`src/rtl/cpg_pkg.sv`:
```
package cpg_pkg;

    typedef struct packed {
        logic [1:0] src;
        logic [1:0] width;
        logic       edge_sel;
        logic       blk_inv;
        logic       ocp_copy;
        logic       sw_blank;
        logic       blank_unlock;
    } cpg_cfg_t;

    typedef struct packed {
        logic rise;
        logic fall;
    } edge_t;

    localparam logic [1:0] SRC_HS_EDGE  = 2'b00;
    localparam logic [1:0] SRC_BLK_EDGE = 2'b01;

    // Width step n lasts (n+1)/3 microseconds, rounded to whole clocks.
    function automatic int width_cycles(input int clk_hz, input int step);
        longint num;
        num = longint'(clk_hz) * longint'(step + 1) + 64'sd1500000;
        return int'(num / 64'sd3000000);
    endfunction

    function automatic edge_t detect(input logic cur, input logic prev);
        edge_t e;
        e.rise = cur & ~prev;
        e.fall = ~cur & prev;
        return e;
    endfunction

endpackage

```
`src/rtl/cpg_hs_polarity.sv`:
```
module cpg_hs_polarity #(
    parameter int HS_WINDOW = 1024
) (
    input  logic clk,
    input  logic rst,
    input  logic hs_in,
    output logic hs_norm
);
    localparam int CW = $clog2(HS_WINDOW + 1);

    logic [CW-1:0] win_cnt;
    logic [CW-1:0] hi_cnt;
    logic [CW-1:0] hi_total;
    logic [CW:0]   hi_dbl;
    logic          pol_neg;
    logic          win_end;

    assign win_end  = (win_cnt == CW'(HS_WINDOW - 1));
    assign hi_total = hi_cnt + CW'(hs_in);
    assign hi_dbl   = {hi_total, 1'b0};

    always_ff @(posedge clk) begin
        if (rst) begin
            win_cnt <= '0;
            hi_cnt  <= '0;
            pol_neg <= 1'b0;
        end else if (win_end) begin
            win_cnt <= '0;
            hi_cnt  <= '0;
            pol_neg <= (hi_dbl > (CW+1)'(HS_WINDOW));
        end else begin
            win_cnt <= win_cnt + CW'(1);
            hi_cnt  <= hi_total;
        end
    end

    assign hs_norm = hs_in ^ pol_neg;

    // the polarity decision only moves at a window boundary
    assert_pol_update_R4: assert property (@(posedge clk) disable iff (rst)
        (!$past(rst) && !$stable(pol_neg)) |-> $past(win_end));

endmodule

```
`src/rtl/cpg_trigger_sel.sv`:
```
module cpg_trigger_sel
    import cpg_pkg::*;
(
    input  logic       clk,
    input  logic       rst,
    input  logic       hs_norm,
    input  logic       blki,
    input  logic [1:0] src,
    input  logic       edge_sel,
    output logic       icp_trig,
    output logic       ocp_trig
);
    logic  hs_q;
    logic  blk_q;
    edge_t hs_e;
    edge_t blk_e;

    always_ff @(posedge clk) begin
        if (rst) begin
            hs_q  <= 1'b0;
            blk_q <= 1'b0;
        end else begin
            hs_q  <= hs_norm;
            blk_q <= blki;
        end
    end

    assign hs_e  = detect(hs_norm, hs_q);
    assign blk_e = detect(blki, blk_q);

    always_comb begin
        case (src)
            SRC_HS_EDGE:  icp_trig = edge_sel ? hs_e.rise  : hs_e.fall;
            SRC_BLK_EDGE: icp_trig = edge_sel ? blk_e.fall : blk_e.rise;
            default:      icp_trig = 1'b0;
        endcase
    end

    assign ocp_trig = blk_e.rise;

    // a sync-sourced trigger coincides with a change of normalised sync
    assert_hs_trig_edge_R3: assert property (@(posedge clk) disable iff (rst)
        (!$past(rst) && src == SRC_HS_EDGE && icp_trig) |-> (hs_norm != $past(hs_norm)));

    // a flyback-sourced trigger coincides with a change of blki
    assert_blk_trig_edge_R6: assert property (@(posedge clk) disable iff (rst)
        (!$past(rst) && src == SRC_BLK_EDGE && icp_trig) |-> (blki != $past(blki)));

endmodule

```
`src/rtl/cpg_pulse_timer.sv`:
```
module cpg_pulse_timer #(
    parameter int CW = 8
) (
    input  logic          clk,
    input  logic          rst,
    input  logic          trig,
    input  logic [CW-1:0] len,
    output logic          pulse
);
    logic [CW-1:0] cnt;

    always_ff @(posedge clk) begin
        if (rst) begin
            pulse <= 1'b0;
            cnt   <= '0;
        end else if (trig) begin
            pulse <= 1'b1;
            cnt   <= len - CW'(1);
        end else if (cnt != '0) begin
            cnt   <= cnt - CW'(1);
        end else begin
            pulse <= 1'b0;
        end
    end

    // every trigger, even mid-pulse, leaves the pulse active next cycle
    assert_trig_holds_R9: assert property (@(posedge clk) disable iff (rst)
        trig |=> pulse);

    // the pulse never starts without a trigger
    assert_start_needs_trig_R2: assert property (@(posedge clk) disable iff (rst)
        (!$past(rst) && $rose(pulse)) |-> $past(trig));

    // an exhausted count with no new trigger ends the pulse
    assert_pulse_ends_R2: assert property (@(posedge clk) disable iff (rst)
        (pulse && cnt == '0 && !trig) |=> !pulse);

endmodule

```
`src/rtl/clamp_pulse_gen.sv`:
```
module clamp_pulse_gen
    import cpg_pkg::*;
#(
    parameter int CLK_HZ    = 50_000_000,
    parameter int HS_WINDOW = 1024
) (
    input  logic       clk,
    input  logic       rst,
    input  logic       hs_in,
    input  logic       blk_in,
    input  logic       fblk_in,
    input  logic [1:0] cfg_src,
    input  logic [1:0] cfg_width,
    input  logic       cfg_edge,
    input  logic       cfg_blk_inv,
    input  logic       cfg_ocp_copy,
    input  logic       cfg_sw_blank,
    input  logic       cfg_blank_unlock,
    output logic       icp,
    output logic       ocp,
    output logic       blki,
    output logic       video_blank
);
    localparam int MAX_W = width_cycles(CLK_HZ, 3);
    localparam int CW    = $clog2(MAX_W + 1);
    localparam int STEPS = 4;

    cpg_cfg_t      cfg;
    logic [CW-1:0] width_lut [STEPS];
    logic [CW-1:0] len;
    logic          hs_norm;
    logic          icp_trig;
    logic          ocp_trig;
    logic          icp_timed;
    logic          ocp_timed;
    logic          hs_pass_q;

    assign cfg = '{src: cfg_src, width: cfg_width, edge_sel: cfg_edge,
                   blk_inv: cfg_blk_inv, ocp_copy: cfg_ocp_copy,
                   sw_blank: cfg_sw_blank, blank_unlock: cfg_blank_unlock};

    for (genvar i = 0; i < STEPS; i++) begin : g_width
        assign width_lut[i] = CW'(width_cycles(CLK_HZ, i));
    end

    assign len  = width_lut[cfg.width];
    assign blki = blk_in ^ cfg.blk_inv;

    cpg_hs_polarity #(.HS_WINDOW(HS_WINDOW)) u_pol (
        .clk(clk), .rst(rst), .hs_in(hs_in), .hs_norm(hs_norm)
    );

    cpg_trigger_sel u_sel (
        .clk(clk), .rst(rst), .hs_norm(hs_norm), .blki(blki),
        .src(cfg.src), .edge_sel(cfg.edge_sel),
        .icp_trig(icp_trig), .ocp_trig(ocp_trig)
    );

    cpg_pulse_timer #(.CW(CW)) u_icp_tmr (
        .clk(clk), .rst(rst), .trig(icp_trig), .len(len), .pulse(icp_timed)
    );

    cpg_pulse_timer #(.CW(CW)) u_ocp_tmr (
        .clk(clk), .rst(rst), .trig(ocp_trig), .len(len), .pulse(ocp_timed)
    );

    always_ff @(posedge clk) begin
        if (rst) hs_pass_q <= 1'b0;
        else     hs_pass_q <= hs_in;
    end

    assign icp = cfg.src[1] ? hs_pass_q : icp_timed;
    assign ocp = cfg.ocp_copy ? icp : ocp_timed;
    assign video_blank = blki | fblk_in | (cfg.sw_blank & cfg.blank_unlock);

    // pass-through follows the sync pin one clock later
    assert_pass_follow_R5: assert property (@(posedge clk) disable iff (rst)
        (!$past(rst) && cfg_src[1] && $past(cfg_src[1])) |-> (icp == $past(hs_in)));

    // any hardware blank source forces the video blank
    assert_hw_blank_R10: assert property (@(posedge clk) disable iff (rst)
        (blki || fblk_in) |-> video_blank);

    // software blank without its unlock is ignored
    assert_sw_gate_R10: assert property (@(posedge clk) disable iff (rst)
        (!blki && !fblk_in && !cfg_blank_unlock) |-> !video_blank);

endmodule

```
`config.mk`:
```
export PLATFORM = sky130hd
export DESIGN_NAME = clamp_pulse_gen
export DESIGN_NICKNAME = d
export VERILOG_FILES = /design/src/rtl/cpg_pkg.sv /design/src/rtl/cpg_hs_polarity.sv /design/src/rtl/cpg_trigger_sel.sv /design/src/rtl/cpg_pulse_timer.sv /design/src/rtl/clamp_pulse_gen.sv
export SDC_FILE = /design/constraint.sdc
export NUM_CORES = 1
export LEC_CHECK = 0
export BUFFER_PORTS_ARGS = -buffer_cell sky130_fd_sc_hd__buf_2
export CAP_MARGIN = 10
export CORE_ASPECT_RATIO = 0.5
export CORE_MARGIN = 8
export CORE_UTILIZATION = 65
export CTS_BUF_LIST = sky130_fd_sc_hd__clkbuf_4 sky130_fd_sc_hd__clkbuf_8
export CTS_CLUSTER_DIAMETER = 120
export DETAILED_ROUTE_END_ITERATION = 8
export PLACE_DENSITY = 0.95
export SYNTH_ARGS = -nofsm -noshare
export SYNTH_HDL_FRONTEND = slang
export SYNTH_SLANG_ARGS = --single-unit
```
`constraint.sdc`:
```
create_clock -name clk -period 5.43 [get_ports clk]
set_input_delay 1.3575 -clock clk [delete_from_list [all_inputs] [get_ports clk]]
set_output_delay 1.3575 -clock clk [all_outputs]
set_load 0.005 [all_outputs]
```
==> results by group, run 1 <==
Yosys
  • Netlist Area Pre-Place: 0.00214 sq mm
  • Commonest cells post-synth: dfxtp_1, nor2_1, nand2_1
  • Asr flop ratio synth: 0
  • Syn_area_per_cell: 9.00 sq um
  • Count leader, synth: dfxtp_1
  • Post-synthesis mux area share: 0.0362
  • Synthesized flop and latch total: 42
  • Syn. warnings: 0
  • Synth cell types: 39
  • Area share of fa/ha/maj cells after synthesis: 0.0584
  • Post-synthesis xor/xnor area fraction: 0.126
  • Top-area cell type share of the netlist area: 0.393
  • Post-synthesis simple-gate area fraction: 0.251
  • Largest family of logic cells by synthesized area: simple AND/OR/NAND/NOR gates
  • Post-synth top area cell: dfxtp_1
  • Synth Area in Compound Gates: 0.0970
  • Syn nets: 262
  • Synth area leaders: dfxtp_1, xnor2_1, ha_1
  • Post-Syn Instances: 238
  • Synth Flop Type: dfxtp_1
  • Sequential area share after synthesis: 0.393
  • Post-synth EDFFs: 0

GRT
  • Grt ovf: 0
  • Initial antenna violation count: 0
  • Number of global-route vias before repair: 1,803
  • Largest net degree at the start of global routing: 30
  • First-pass GRT wire length: 7890 um
  • Overall routing resource usage: 0.171

STA
  • Tmin final: 3540 ps
  • Post-route clock period utilization: 0.651
  • Fmax: 0.283 GHz
  • Fin Setup TNS: 0 ps
  • Worst-Margin Slew: 680 ps
  • RSZ-0062 raised after global routing: false
  • Slew headroom: 0.546
  • Pins Over Slew Limit: 0
  • Clock skew after layout: 3.95 ps
  • Final-report hold violation count: 0
  • Final setup fails: 0

Placed design
  • Port Buffer Count: 17
  • Final HPWL DP: 3040 um
  • Gpl congestion: 0.836
  • Placed Cells: 288

Critical path
  • Crit. End Element: primary output
  • Critical Path Source: cfg_src[1]
  • Crit-path max FO: 2
  • Kind of critical path: input port to primary output
  • CP startpoint kind: input port
  • CP required: 4070 ps
  • Reg-to-Reg Start: u_pol.hi_cnt[0]
  • Arrival time at the worst endpoint: 2180 ps

Final layout
  • Area growth, synth to finish: 9.11%
  • # fillers: 190
  • Filler-free cell count of the finished design: 296
  • Layout cell share with drive strength beyond 1: 0.145
  • Fin nets: 279
  • # diodes: 0

Routing
  • Initial DRT Pass Iterations: 4
  • First DRT Iteration DRCs: 82
  • DRC: 0
  • Vias per inst: 5.88
  • WL per Instance: 15.5 um
  • Total wire length: 4590 um
  • Vias: 1,741
  • Antenna Violating Nets Remaining: 0

Clock network
  • CTS sink cnt: 42
  • Setup repair bufs after CTS: 0
  • Worst-path clk slew: 80 ps
  • Clock tree buffer depth: 2
  • Num CTS Buffers: 5
  • CTS tree: done
  • Root buf cell: clkbuf_8
  • Post-CTS Hold Buffers: 0
  • H-tree levels: 2
  • # resized after CTS: 0
  • Latest clock arrival within the worst-skew pair: 300 ps

Flow run
  • Max Cap Viol: 0

Pwr
  • Combinational power share: 0.329
  • Peak supply drop: 273 uV
  • Psw: 0.313 mW
  • Pwr/cell area: 381 mW/mm^2
  • Cell Int Power: 0.579 mW
  • Net Sw Frac: 0.351
  • Leakage: 0.989 nW
  • Sequential share of power: 0.432
  • Clock power frac: 0.240

Floorplan
  • Die Y: 56.6 um
  • Die Wd: 97.2 um
  • IO Pins: 18
  • Core area: 0.00307 sq mm
  • Die area: 0.00550 sq mm
  • # rows: 14
  • Initial core utilization: 0.699

Outcome
  • Status: complete, no violations

Hold path
  • Worst hold-check path type: flip-flop to flip-flop
  • Hold Startpoint: u_pol.win_cnt[10]
## metrics by stage
| stage | setup WS, ps | utilization | hold slack [ps] | cell area, sq um | total power, mW |
|---|---|---|---|---|---|
| after floorplan | 2120 | - | 404 | 2140 | 0.615 |
| after global placement | 1930 | 0.731 | 415 | 2240 | 0.649 |
| after detailed placement | 1920 | 0.731 | 435 | 2240 | 0.664 |
| after CTS | 1890 | 0.762 | 448 | 2340 | 0.888 |
| after global routing | 1880 | 0.762 | 480 | 2340 | 0.937 |
| final | 1890 | 0.762 | 445 | 2340 | 0.892 |
## cells in the final DEF, fill, tap and decap left out, types with 3 or more instances in the layout
cell type	count
xnor2_1	16
buf_2	17
nor2_1	31
clkbuf_8	6
and2_1	5
nand2_1	19
and3_1	4
dfxtp_1	42
nand4_1	4
nand4b_1	3
o41ai_2	5
ha_1	10
inv_1	12
nor3_1	5
a21oi_1	11
nor4_1	3
mux2i_1	3
nor2b_1	8
xor2_1	13
nand3_1	10
mux2_2	3
## layer usage
metal / global-route usage / vias to the layer above / share of wire
li1: - / 855 / -
met1: 0.174 / 816 / 0.41
met2: 0.319 / 56 / 0.51
met3: 0.0415 / 14 / 0.050
met4: 0.0976 / 0 / 0.025
met5: 0 / - / 0
## logic make-up after synthesis
group           Yosys count
flops                    42
mux                       7
simple gates            104
compound gates           25
xor+xnor                 30
buf+inv                  20
fa+ha+maj                10
## critical path, stage by stage
cell    delay [ps]
buf_2           90
mux2_2         340
mux2_2         270
buf_2          130
## cell type report
type	count	area, sq um	area share
sequential	42	841	0.360
tap	40	50.0	0.0214
inverter	13	48.8	0.0209
clock inverter	2	12.5	0.00535
multi-input combinational	176	1220	0.521
clock buffer	6	82.6	0.0353
timing repair buffer	17	85.1	0.0364
## sequential cells by signal, summed over array words and instances (netlist names)
name             flops
u_pol.win_cnt       11
u_icp_tmr.pulse      1
u_sel.blk_q          1
u_pol.pol_neg        1
u_pol.hi_cnt        11
u_sel.hs_q           1
u_ocp_tmr.cnt        7
u_ocp_tmr.pulse      1
u_icp_tmr.cnt        7
hs_pass_q            1
## final timing paths
path | to | cells after the start | slack (ps)
min | u_pol.win_cnt[10] | 2 | 450
max reg2reg | u_pol.pol_neg | 7 | 3410
min reg2reg | u_pol.win_cnt[10] | 2 | 450
max | ocp | 4 | 1890
## power by group through the flow
stage	Sequential, mW	Clock [mW]	Combinational [mW]
3_3_place_gp	0.385	0	0.264
6_report	0.385	0.214	0.293
4_1_cts	0.383	0.214	0.291
2_1_floorplan	0.379	0	0.236
5_1_grt	0.389	0.224	0.324
3_5_place_dp	0.388	0	0.276
(Power assumes the default switching activity.)
==> run 2: changes to the inputs <==
CORE_UTILIZATION = 61   (was 65)
PLACE_DENSITY = 0.91   (was 0.95)
clock period = 3.65 ns   (was 5.43 ns; I/O delays follow)
==> run 2 against run 1 <==
Compared with the run above: setup slack worse by 890 ps; wire length is 9.2% lower; via count is 2.8% lower; combinational power is 45% higher; utilization is 7.4 points lower; sequential power is 47% higher; global-route usage is 1.1 points lower; clock-buffer cell count is 1 higher; total power is 45% higher; largest cell class unchanged; largest power group unchanged.
==> results by group, run 2 (synthesized netlist as in run 1, its figures left out) <==
Floorplan
  • Die Wd: 99.8 um
  • Initial core utilization: 0.631
  • # rows: 15
  • Die Y: 57.9 um
  • Die area: 0.00578 sq mm
  • Core area: 0.00340 sq mm
  • IO Pins: 18

Final layout
  • Leading cell type in the layout, fill and taps excluded: dfxtp_1
  • Top flop regs: u_pol.hi_cnt (11), u_pol.win_cnt (11)
  • Fin nets: 279
  • # diodes: 0
  • Design area: 0.00234 sq mm
  • Area growth, synth to finish: 9.23%
  • Layout cell share with drive strength beyond 1: 0.141
  • Most frequent cells in the layout: dfxtp_1, nor2_1, nand2_1, buf_2, xnor2_1
  • # fillers: 242

STA
  • Pins Over Slew Limit: 0
  • Final-report hold violation count: 0
  • RSZ-0062 raised after global routing: false
  • Post-route clock period utilization: 0.725
  • Fmax: 0.378 GHz
  • Hold WS: 438 ps
  • Fin Setup TNS: 0 ps
  • Clock skew after layout: 5.86 ps
  • Slew headroom: 0.561
  • Worst-Margin Slew: 658 ps
  • Tmin final: 2650 ps
  • Final setup fails: 0

Critical path
  • R2R setup slack: 1510 ps
  • Arrival time at the worst endpoint: 1730 ps
  • Kind of critical path: input port to primary output
  • Critical path's top delay family: multiplexers
  • Crit-path max FO: 2
  • CP required: 2740 ps
  • Crit path cell chain: buf_2 -> mux2_2 -> mux2_2 -> buf_2
  • WP buf/inv: 2
  • Worst path slowest cell: mux2_2
  • Crit. End Element: primary output
  • CP max stage delay: 340 ps
  • Worst r2r path cells: 7
  • CP startpoint kind: input port
  • RR Endpoint: u_pol.pol_neg
  • Reg-to-Reg Start: u_pol.hi_cnt[0]

Pwr
  • Cell Int Power: 0.855 mW
  • Pwr/cell area: 552 mW/mm^2
  • Leakage: 0.987 nW
  • Net Sw Frac: 0.337
  • Peak supply drop: 223 uV
  • Sequential share of power: 0.439
  • Psw: 0.435 mW
  • Total power: 1.29 mW
  • Combinational power share: 0.330
  • Clock power frac: 0.231

Clock network
  • Setup repair bufs after CTS: 0
  • Clock tree buffer depth: 2
  • CTS tree: done
  • Worst-path clk slew: 80 ps
  • Root buf cell: clkbuf_8
  • Post-CTS Hold Buffers: 0
  • Latest clock arrival within the worst-skew pair: 290 ps
  • H-tree levels: 2
  • # resized after CTS: 0
  • CTS sink cnt: 42
  • Num CTS Buffers: 5

Placed design
  • Gpl congestion: 0.791
  • Port Buffer Count: 17
  • Area after DPL: 0.00226 sq mm
  • Final HPWL DP: 2950 um

Hold path
  • Hold path depth: 2
  • Min-Delay Endpoint: u_pol.win_cnt[10]
  • Worst hold-check path type: flip-flop to flip-flop
  • Hold Startpoint: u_pol.win_cnt[10]

GRT
  • Overall routing resource usage: 0.160
  • Initial antenna violation count: 0
  • Largest net degree at the start of global routing: 30
  • Number of global-route vias before repair: 1,648
  • First-pass GRT wire length: 7280 um
  • Grt ovf: 0

Routing
  • Antenna Violating Nets Remaining: 0
  • Vias: 1,692
  • Total wire length: 4170 um
  • Vias per inst: 5.53
  • DRC: 0
  • First DRT Iteration DRCs: 43
  • Initial DRT Pass Iterations: 4
  • WL per Instance: 13.6 um

Outcome
  • Status: complete, no violations

Flow run
  • Max Cap Viol: 0
run 2: changes by cell type in the layout (fill, tap and decap cells not counted):
cell / change
clkbuf_4: +2
clkbuf_8: -1
clkinv_2: -1
clkinvlp_4: -1
run 2: cell type report:
cell class,instances,area (sq um),area share
Sequential cell,42,841,0.359
Timing Repair Buffer,17,85.1,0.0364
Multi-Input combinational cell,176,1220,0.520
Inverter,13,48.8,0.0209
Clock buffer,7,83.8,0.0358
Tap cell,51,63.8,0.0273
run 2: worst max path at each step:
stage,slack [ps],from,depth (start not counted),end
3_5_place_dp,840,hs_in,8,u_pol.pol_neg
5_1_grt,960,hs_in,8,u_pol.pol_neg
3_3_place_gp,990,hs_in,8,u_pol.pol_neg
2_1_floorplan,1200,hs_in,7,u_pol.pol_neg
4_1_cts,1000,cfg_src[1],4,ocp
6_report,1000,cfg_src[1],4,ocp
run 2: worst register-to-register path, delay by kind of cell (launching register included):
kind | cells | cell delay (ps)
fa+ha+maj | 2 | 450
compound gates | 3 | 920
flops | 1 | 310
simple gates | 2 | 360
run 2: power groups by stage:
stage / combinational (mW) / sequential (mW) / clock [mW]
2_1_floorplan: 0.351 / 0.564 / 0
3_3_place_gp: 0.393 / 0.572 / 0
3_5_place_dp: 0.417 / 0.576 / 0
4_1_cts: 0.429 / 0.566 / 0.300
5_1_grt: 0.478 / 0.573 / 0.324
6_report: 0.426 / 0.566 / 0.298
run 2: per-stage QoR:
step	setup WS [ps]	utilization	std cells
after floorplan	1200	-	238
after detailed placement	839	0.664	299
final	1000	0.689	306
after global placement	987	0.664	299
after global routing	957	0.689	306
after CTS	1000	0.689	306
run 2: metal layers:
layer,vias to the layer above,global-route usage,share of wire
li1,850,-,-
met1,794,0.165,0.41
met2,33,0.284,0.52
met3,15,0.0513,0.031
met4,0,0.0917,0.037
met5,-,0,0
